==> src/rtl/eccFixPkg.sv <==
package eccFixPkg;
  localparam int SYN_BITS    = 22;
  localparam int BYTE_IDX_W  = 8;
  localparam int BIT_IDX_W   = 3;
  localparam int ONES_W      = $clog2(SYN_BITS + 1);
  localparam int SINGLE_ONES = SYN_BITS / 2;
  // syndrome position of the first byte-index bit
  localparam int BYTE_LSB    = 2 * BIT_IDX_W + 1;

  typedef enum logic [1:0] {
    ST_CLEAN = 2'd0,
    ST_FIXED = 2'd1,
    ST_BAD   = 2'd2
  } chkStatus_e;

  typedef struct packed {
    logic loadAddr;
    logic incFixed;
    logic incBad;
  } dpStrobe_t;
endpackage

==> src/rtl/eccFixDatapath.sv <==
module eccFixDatapath
  import eccFixPkg::*;
#(
  parameter int ECC_W   = 32,
  parameter int GROUP_W = 8,
  parameter int CNT_W   = 16
) (
  input  logic                  clk,
  input  logic                  rstN,
  input  logic                  chkValid,
  input  logic [ECC_W-1:0]      storedEcc,
  input  logic [ECC_W-1:0]      calcEcc,
  input  dpStrobe_t             strobe,
  input  logic                  wrPending,
  output logic [ONES_W-1:0]     onesCount,
  output logic                  erasedHit,
  output logic [BYTE_IDX_W-1:0] bufRdAddr,
  output logic [BYTE_IDX_W-1:0] bufWrAddr,
  input  logic [7:0]            bufRdData,
  output logic [7:0]            bufWrData,
  output logic [CNT_W-1:0]      correctedCount,
  output logic [CNT_W-1:0]      failedCount
);
  localparam int NUM_GROUPS = (SYN_BITS + GROUP_W - 1) / GROUP_W;
  localparam int PAD_W      = NUM_GROUPS * GROUP_W;
  localparam int GCNT_W     = $clog2(GROUP_W + 1);

  logic [ECC_W-1:0] synFull;
  logic [PAD_W-1:0] syn1, syn2;
  logic             erased1, erased2;
  logic [GCNT_W-1:0] grpCntQ [NUM_GROUPS];

  assign synFull = storedEcc ^ calcEcc;

  // stage 1: syndrome capture, upper bits dropped
  always_ff @(posedge clk or negedge rstN) begin
    if (!rstN) begin
      syn1    <= '0;
      erased1 <= 1'b0;
    end else if (chkValid) begin
      syn1    <= PAD_W'(synFull[SYN_BITS-1:0]);
      erased1 <= &storedEcc;
    end
  end

  // stage 2: per-group population counts
  for (genvar g = 0; g < NUM_GROUPS; g++) begin : gGroup
    logic [GCNT_W-1:0] grpCnt;
    always_comb begin
      grpCnt = '0;
      for (int b = 0; b < GROUP_W; b++)
        grpCnt = grpCnt + GCNT_W'(syn1[g*GROUP_W + b]);
    end
    always_ff @(posedge clk or negedge rstN) begin
      if (!rstN) grpCntQ[g] <= '0;
      else       grpCntQ[g] <= grpCnt;
    end
  end

  always_ff @(posedge clk or negedge rstN) begin
    if (!rstN) begin
      syn2    <= '0;
      erased2 <= 1'b0;
    end else begin
      syn2    <= syn1;
      erased2 <= erased1;
    end
  end

  // final adder of the tree, consumed by the control
  always_comb begin
    onesCount = '0;
    for (int g = 0; g < NUM_GROUPS; g++)
      onesCount = onesCount + ONES_W'(grpCntQ[g]);
  end
  assign erasedHit = erased2;

  // location decode from the odd syndrome bits
  logic [BYTE_IDX_W-1:0] byteIdx;
  logic [BIT_IDX_W-1:0]  bitIdx;
  always_comb begin
    for (int k = 0; k < BIT_IDX_W; k++)  bitIdx[k]  = syn2[2*k + 1];
    for (int k = 0; k < BYTE_IDX_W; k++) byteIdx[k] = syn2[BYTE_LSB + 2*k];
  end

  logic [BYTE_IDX_W-1:0] rdAddrQ, wrAddrQ;
  logic [BIT_IDX_W-1:0]  rdBitQ, wrBitQ;
  always_ff @(posedge clk or negedge rstN) begin
    if (!rstN) begin
      rdAddrQ <= '0;
      rdBitQ  <= '0;
      wrAddrQ <= '0;
      wrBitQ  <= '0;
    end else begin
      if (strobe.loadAddr) begin
        rdAddrQ <= byteIdx;
        rdBitQ  <= bitIdx;
      end
      if (wrPending) begin
        wrAddrQ <= rdAddrQ;
        wrBitQ  <= rdBitQ;
      end
    end
  end

  assign bufRdAddr = rdAddrQ;
  assign bufWrAddr = wrAddrQ;
  assign bufWrData = bufRdData ^ (8'd1 << wrBitQ);

  always_ff @(posedge clk or negedge rstN) begin
    if (!rstN) begin
      correctedCount <= '0;
      failedCount    <= '0;
    end else begin
      if (strobe.incFixed) correctedCount <= correctedCount + 1'b1;
      if (strobe.incBad)   failedCount    <= failedCount + 1'b1;
    end
  end
endmodule

==> src/rtl/eccFixCtrl.sv <==
module eccFixCtrl
  import eccFixPkg::*;
(
  input  logic              clk,
  input  logic              rstN,
  input  logic              chkValid,
  input  logic [ONES_W-1:0] onesCount,
  input  logic              erasedHit,
  output dpStrobe_t         strobe,
  output logic              wrPending,
  output logic              statusValid,
  output logic [1:0]        status,
  output logic              bufRdEn,
  output logic              bufWrEn
);
  logic       v1, v2;
  chkStatus_e verdict;
  logic       needRmw;

  always_comb begin
    needRmw = 1'b0;
    if (erasedHit || onesCount == '0) begin
      verdict = ST_CLEAN;
    end else if (onesCount == ONES_W'(SINGLE_ONES)) begin
      verdict = ST_FIXED;
      needRmw = 1'b1;
    end else if (onesCount == ONES_W'(1)) begin
      verdict = ST_FIXED;
    end else begin
      verdict = ST_BAD;
    end
  end

  always_comb begin
    strobe.loadAddr = v2 && needRmw;
    strobe.incFixed = v2 && (verdict == ST_FIXED);
    strobe.incBad   = v2 && (verdict == ST_BAD);
  end

  assign wrPending = bufRdEn;

  always_ff @(posedge clk or negedge rstN) begin
    if (!rstN) begin
      v1          <= 1'b0;
      v2          <= 1'b0;
      statusValid <= 1'b0;
      status      <= ST_CLEAN;
      bufRdEn     <= 1'b0;
      bufWrEn     <= 1'b0;
    end else begin
      v1          <= chkValid;
      v2          <= v1;
      statusValid <= v2;
      if (v2) status <= verdict;
      bufRdEn     <= v2 && needRmw;
      bufWrEn     <= bufRdEn;
    end
  end
endmodule

==> src/rtl/eccFixTop.sv <==
module eccFixTop
  import eccFixPkg::*;
#(
  parameter int ECC_W   = 32,
  parameter int GROUP_W = 8,
  parameter int CNT_W   = 16
) (
  input  logic             clk,
  input  logic             rstN,
  input  logic             chkValid,
  input  logic [ECC_W-1:0] storedEcc,
  input  logic [ECC_W-1:0] calcEcc,
  output logic             statusValid,
  output logic [1:0]       status,
  output logic [CNT_W-1:0] correctedCount,
  output logic [CNT_W-1:0] failedCount,
  output logic             bufRdEn,
  output logic [7:0]       bufRdAddr,
  input  logic [7:0]       bufRdData,
  output logic             bufWrEn,
  output logic [7:0]       bufWrAddr,
  output logic [7:0]       bufWrData
);
  dpStrobe_t         strobe;
  logic              wrPending;
  logic [ONES_W-1:0] onesCount;
  logic              erasedHit;

  eccFixCtrl ctrl_i (
    .clk(clk), .rstN(rstN), .chkValid(chkValid),
    .onesCount(onesCount), .erasedHit(erasedHit),
    .strobe(strobe), .wrPending(wrPending),
    .statusValid(statusValid), .status(status),
    .bufRdEn(bufRdEn), .bufWrEn(bufWrEn)
  );

  eccFixDatapath #(.ECC_W(ECC_W), .GROUP_W(GROUP_W), .CNT_W(CNT_W)) dp_i (
    .clk(clk), .rstN(rstN), .chkValid(chkValid),
    .storedEcc(storedEcc), .calcEcc(calcEcc),
    .strobe(strobe), .wrPending(wrPending),
    .onesCount(onesCount), .erasedHit(erasedHit),
    .bufRdAddr(bufRdAddr), .bufWrAddr(bufWrAddr),
    .bufRdData(bufRdData), .bufWrData(bufWrData),
    .correctedCount(correctedCount), .failedCount(failedCount)
  );
endmodule

==> config.mk <==
export PLATFORM = sky130hd
export DESIGN_NAME = eccFixTop
export DESIGN_NICKNAME = d
export VERILOG_FILES = /design/src/rtl/eccFixPkg.sv /design/src/rtl/eccFixDatapath.sv /design/src/rtl/eccFixCtrl.sv /design/src/rtl/eccFixTop.sv
export SDC_FILE = /design/constraint.sdc
export NUM_CORES = 1
export LEC_CHECK = 0
export CAP_MARGIN = 15
export CORE_MARGIN = 4
export CORE_UTILIZATION = 48
export DETAILED_ROUTE_END_ITERATION = 8
export GPL_ROUTABILITY_DRIVEN = 0
export PLACE_DENSITY = 0.8
export SLEW_MARGIN = 10
export SYNTH_ARGS = -nofsm -noshare
export SYNTH_HDL_FRONTEND = slang
export SYNTH_SLANG_ARGS = --single-unit
export TNS_END_PERCENT = 20
==> constraint.sdc <==
create_clock -name clk -period 3.2 [get_ports clk]
set_input_delay 0.64 -clock clk [delete_from_list [all_inputs] [get_ports clk]]
set_output_delay 0.64 -clock clk [all_outputs]
set_load 0.02 [all_outputs]
-- Yosys cells after proc, flatten, opt, wreduce, memory -nomap -nowiden
Index checks and enable logic that the tools add are counted.
- register bits: 119
- bits of input ports: 75
- output and inout port bits: 61
- word-level logic and storage cells: 60
- add/subtract/negate cells: 23
- eq/ne operators: 4
- shift-type cells: 1
- muxes and demuxes: 5
- bitwise gates (word level): 2
- reductions and logical operators: 6
- operators with widths (operator ; number):
    $add A4 B1 Y4 ; 16
    $add A16 B1 Y16 const B ; 2
    $reduce_and A32 Y1 ; 1
    $xor A22 B22 Y22 ; 1
    $shl A1 B3 Y8 const A ; 1
    $xor A8 B8 Y8 ; 1
    $add A1 B1 Y2 ; 3
    $mux W2 ; 3
    $add A4 B4 Y5 ; 1
    $add A5 B4 Y5 ; 1
    $eq A5 B1 Y1 const B ; 1
    $eq A5 B4 Y1 const B ; 1
    $logic_not A5 Y1 ; 1
    $logic_and A1 B1 Y1 ; 3
    $eq A2 B1 Y1 const B ; 1
    $eq A2 B2 Y1 const B ; 1
    $mux W1 ; 2
    $logic_or A1 B1 Y1 ; 1

-- Longest topological paths before layout
- depth in word-level cells: 8
- gate-level depth with buffers: 12
- depth with buffers taken out: 11

-- Cells and area by module
A second synthesis with hierarchy kept.
- cells, all modules: 402
- area, all modules: 4838.4 um2
- by module, submodules not included (module ; times used ; cells an instance ; area an instance (um2) ; sequential area each (um2)):
    eccFixDatapath ; 1 ; 382 ; 4573.1 ; 2502.4
    eccFixCtrl ; 1 ; 20 ; 265.3 ; 175.2

-- Worst setup path before layout
Ideal clock, no wire load.
- kind: reg-to-reg
- start: register dp_i.grpCntQ[5] (netlist bit)
- end: register dp_i.failedCount[1]
- setup time: 0.125 ns
- arrival: 2.713 ns
- data required time: 3.075 ns
- slack: 0.362 ns
- stages on the path, launching flop included: 12
- path buffers: 0
- clock period less this slack: 2.838 ns
- path through: dfrtp_1 inv_1 fa_1 inv_1 ha_1 inv_1 fa_1 xnor2_1 or2_2 a221o_2 nand2_1 mux2_2
- word-level cells in the longest chain between the ends: 8
- elaborated cells between the ends (all ways): 11
- those cells by class: add/sub: 2; eq/ne: 3; mux: 3; reduce/logical: 3
- RTL lines (what ; RTL line ; text):
    start, declared ; eccFixDatapath.sv:31 ; logic [GCNT_W-1:0] grpCntQ [NUM_GROUPS];
    start signal, assigned by index ; eccFixDatapath.sv:56 ; else grpCntQ[g] <= grpCnt;
    $add A4 B4 Y5 * ; eccFixDatapath.sv:74 ; onesCount = onesCount + ONES_W'(grpCntQ[g]);
    $add A5 B4 Y5 * ; eccFixDatapath.sv:74 ;
    $eq A5 B1 Y1 ; eccFixCtrl.sv:27 ; end else if (onesCount == ONES_W'(1)) begin
    $mux W2 ; eccFixCtrl.sv:27 ;
    $mux W2 ; eccFixCtrl.sv:24 ; end else if (onesCount == ONES_W'(SINGLE_ONES)) begin
    $mux W2 * ; eccFixCtrl.sv:22 ; if (erasedHit || onesCount == '0) begin
    $eq A2 B2 Y1 * ; eccFixCtrl.sv:37 ; strobe.incBad = v2 && (verdict == ST_BAD);
    $logic_and A1 B1 Y1 * ; eccFixCtrl.sv:37 ;
    end signal, assigned ; eccFixDatapath.sv:116 ; if (strobe.incBad) failedCount <= failedCount + 1'b1;
    end, declared ; eccFixDatapath.sv:22 ; output logic [CNT_W-1:0] failedCount
Mark *: on every way between the ends. The rest lies on a longest branch, timed or not.
A chain may end at the register's enable or synchronous reset.

-- Final worst setup path
Ends and elaborated chain as after synthesis.

==> flow_summary.yaml <==
outcome:
  outcome: "completed"
die:
  top_level_ports: 136
  design.die.area_mm2: 0.0120
  start_util: 0.501
  rows: 36
  core_area_mm2: 0.00991
  die_w_um: 110
  die-height_um: 110
grt:
  grt_pass1_vias: 3490
  track_usage: 0.172
  overflow: 0
  grt_pass1_wl_mm: 16.2
  grt_max_degree: 64
  antenna_found_initial: 0
timing:
  hold_viol: 0
  maxSlewViolCount: 0
  finalSetupViolCount: 0
  finalWorstSetupSlack_ns: 0.231
  fin_crit_sh: 0.928
  finClkSkew_ns: 0.0134
  fin_crit_ns: 2.97
  fmax_ghz: 0.337
  worst_pin_slew_ns: 0.764
  hold_ws_ns: 0.356
  slew_headroom: 0.491
synthesis:
  synth.distinct_cells: 35
  seq_area_frac_synth: 0.539
  netlist_area_mm2: 0.00497
  synth_area_leader_cell: "dfrtp_1"
  syn_avg_cell_area_um2: 12.0
  synth_common_cells: "107 x dfrtp_1, 58 x xnor2_1, 39 x inv_1"
  postSynth.asyncResetShare: 1.00
  yosysMostFrequentCell: "dfrtp_1"
  syn_nets: 518
  synth_cells: 415
  ys_seq_elements: 107
  synth_edf_count: 0
  ys_warn_count: 0
  ys.flop_type: "dfrtp_1"
  synth.top_cell.area_share: 0.539
  synth_area_leaders: "dfrtp_1 54%, xnor2_1 10%, fa_1 6.0%, mux2_2 5.4%, ha_1 3.3%"
critical_path:
  critical_path_class: "reg2reg"
  start_kind: "flip-flop"
  r2r_slack_ns: 0.23
  arrival_ns: 3.22
  crit_path_end_kind: "flip-flop"
  cp_max_fo: 4
  worstPathRequired_ns: 3.45
drt:
  drc: 0
  viasPerCell: 4.97
  num_vias: 3387
  routed_wl_mm: 9.71
  dr.pass1.iters: 4
  ant_nets: 0
  wire_per_inst_um: 14.2
  drt_iter0_markers: 88
power:
  p_total_uw: 5620
  ir_worst_vdd_uv: 423
  power-per-cell-area_mw_per_mm2: 854
  p_leak_uw: 0.00287
cells_and_area:
  fillers: 777
  antenna_cells: 0
  fin_nets: 647
  final_core_util: 0.664
  final_cell_area_mm2: 0.00658
  syn_to_final_growth_pct: 32.6
  layout-drive-gt1-share: 0.0947
clocking:
  cts.clk_slew.worst_paths_ns: 0.10
  clockRootBuffer: "clkbuf_8"
  cts_max_level: 3
  numCtsBuffers: 9
  clock_sinks: 107
  ctsHoldBuffers: 0
  cts_setup_buffers: 0
  cts_buffer_depth: 2
  cts_tree: "done"
  clk_latency_ns: 0.35
flow_run:
  maxCapViolations: 0
placed_design:
  place_ws_ns: 0.192
  placed_area_mm2: 0.00637
  hpwl_mm: 7.67
  port_buffers: 125
worst_hold_path:
  hp-class: "in2async"
power by group:
part,internal (µW),leakage (µW),switching (µW)
Sequential,1710,0.00133,287
Clock,407,0.0000998,419
Combinational,1330,0.00144,1470
area by class of cell:
type / count / area [µm²] / area share
timing repair buffer: 130 / 1300 / 0.197
sequential: 107 / 2680 / 0.407
tap: 133 / 166 / 0.0253
inverter: 39 / 146 / 0.0222
clock buffer: 13 / 159 / 0.0241
clock inverter: 3 / 46.3 / 0.00703
multi-input combinational: 257 / 2090 / 0.317
state kept, by name (all words and copies together) (netlist names):
register and count:
dp_i.grpCntQ 11, dp_i.syn2 11, ctrl_i.v2 1, dp_i.correctedCount 16
dp_i.syn1 22, ctrl_i.statusValid 1, ctrl_i.status 2, ctrl_i.v1 1
ctrl_i.bufRdEn 1, dp_i.bufWrAddr 8, dp_i.rdBitQ 3, dp_i.failedCount 16
dp_i.erased1 1, dp_i.wrBitQ 3, dp_i.erasedHit 1, dp_i.bufRdAddr 8
ctrl_i.bufWrEn 1
placed cells by master (no fill, tap or decap), drive strengths merged:
| master | n |
|---|---|
| nor2 | 28 |
| a21bo | 1 |
| a2111oi | 1 |
| ha | 13 |
| mux2 | 24 |
| nor3 | 3 |
| nand2 | 13 |
| and3 | 10 |
| o22ai | 1 |
| clkbuf | 13 |
| a21oi | 25 |
| nand4 | 20 |
| clkinv | 1 |
| fa | 15 |
| a221o | 1 |
| clkinvlp | 1 |
| o21ai | 1 |
| nor2b | 2 |
| a2111o | 1 |
| or2b | 1 |
| nand3b | 3 |
| a21o | 1 |
| and4 | 2 |
| buf | 6 |
| nor3b | 2 |
| xnor2 | 58 |
| nand3 | 20 |
| nor4 | 2 |
| xor2 | 6 |
| bufinv | 1 |
| inv | 39 |
| and2 | 2 |
| or2 | 1 |
| clkdlybuf4s50 | 124 |
| dfrtp | 107 |
worst max-delay path: stages, from the launching register on:
cell and delay [ns]:
dfrtp_1 0.38, inv_1 0.08, fa_1 0.41, inv_1 0.07
ha_1 0.17, inv_1 0.06, fa_1 0.41, xnor2_2 0.20
or2_2 0.29, a221o_2 0.34, nand2_1 0.12, mux2_2 0.34
routing by layer:
metal  share of wire  GRT usage  wire (µm)  up-vias
li1                -          -          -     1632
met1            0.42      0.221       4030     1654
met2            0.52      0.302       5040       90
met3           0.049     0.0217        477       11
met4           0.016     0.0588        158        0
met5               0          0          0        -
per-stage QoR:
| stage | cells | TNS [ns] |
|---|---|---|
| 4_1_cts | 682 | 0 |
| 5_1_grt | 682 | -0.00387 |
| 6_report | 682 | 0 |
| 3_5_place_dp | 666 | 0 |
| 2_1_floorplan | 415 | 0 |
| 3_3_place_gp | 666 | 0 |
kinds of logic (layout without fill, tap and decap cells):
kind of cell,after synthesis,count (layout),share of synthesized area
xor gates and xnor gates,64,64,0.113
DFF,107,107,0.539
muxes,24,24,0.0544
and+or+nand+nor,109,109,0.116
AOI/OAI and AO/OA,32,32,0.0421
adders and majority gates,28,28,0.0932
buffers and inverters,51,185,0.0418
timing repair:
item,4_1_cts,5_1_grt
gates resized for setup,0,1
setup endpoints to repair,0,26
endpoints found under the hold margin,0,0
worst paths after layout:
check / start / to / cells past startpoint
worst min register to register: ctrl_i.v1 / ctrl_i.v2 / 0
worst min-delay path: rstN / dp_i.syn1[15] / 1
min in group clk: ctrl_i.v1 / ctrl_i.v2 / 0
worst max-delay path: dp_i.grpCntQ[5] / dp_i.failedCount[1] / 11
max in group asynchronous: rstN / dp_i.failedCount[5] / 2
worst max register to register: dp_i.grpCntQ[5] / dp_i.failedCount[1] / 11
Power figures use the tool's default switching activity.
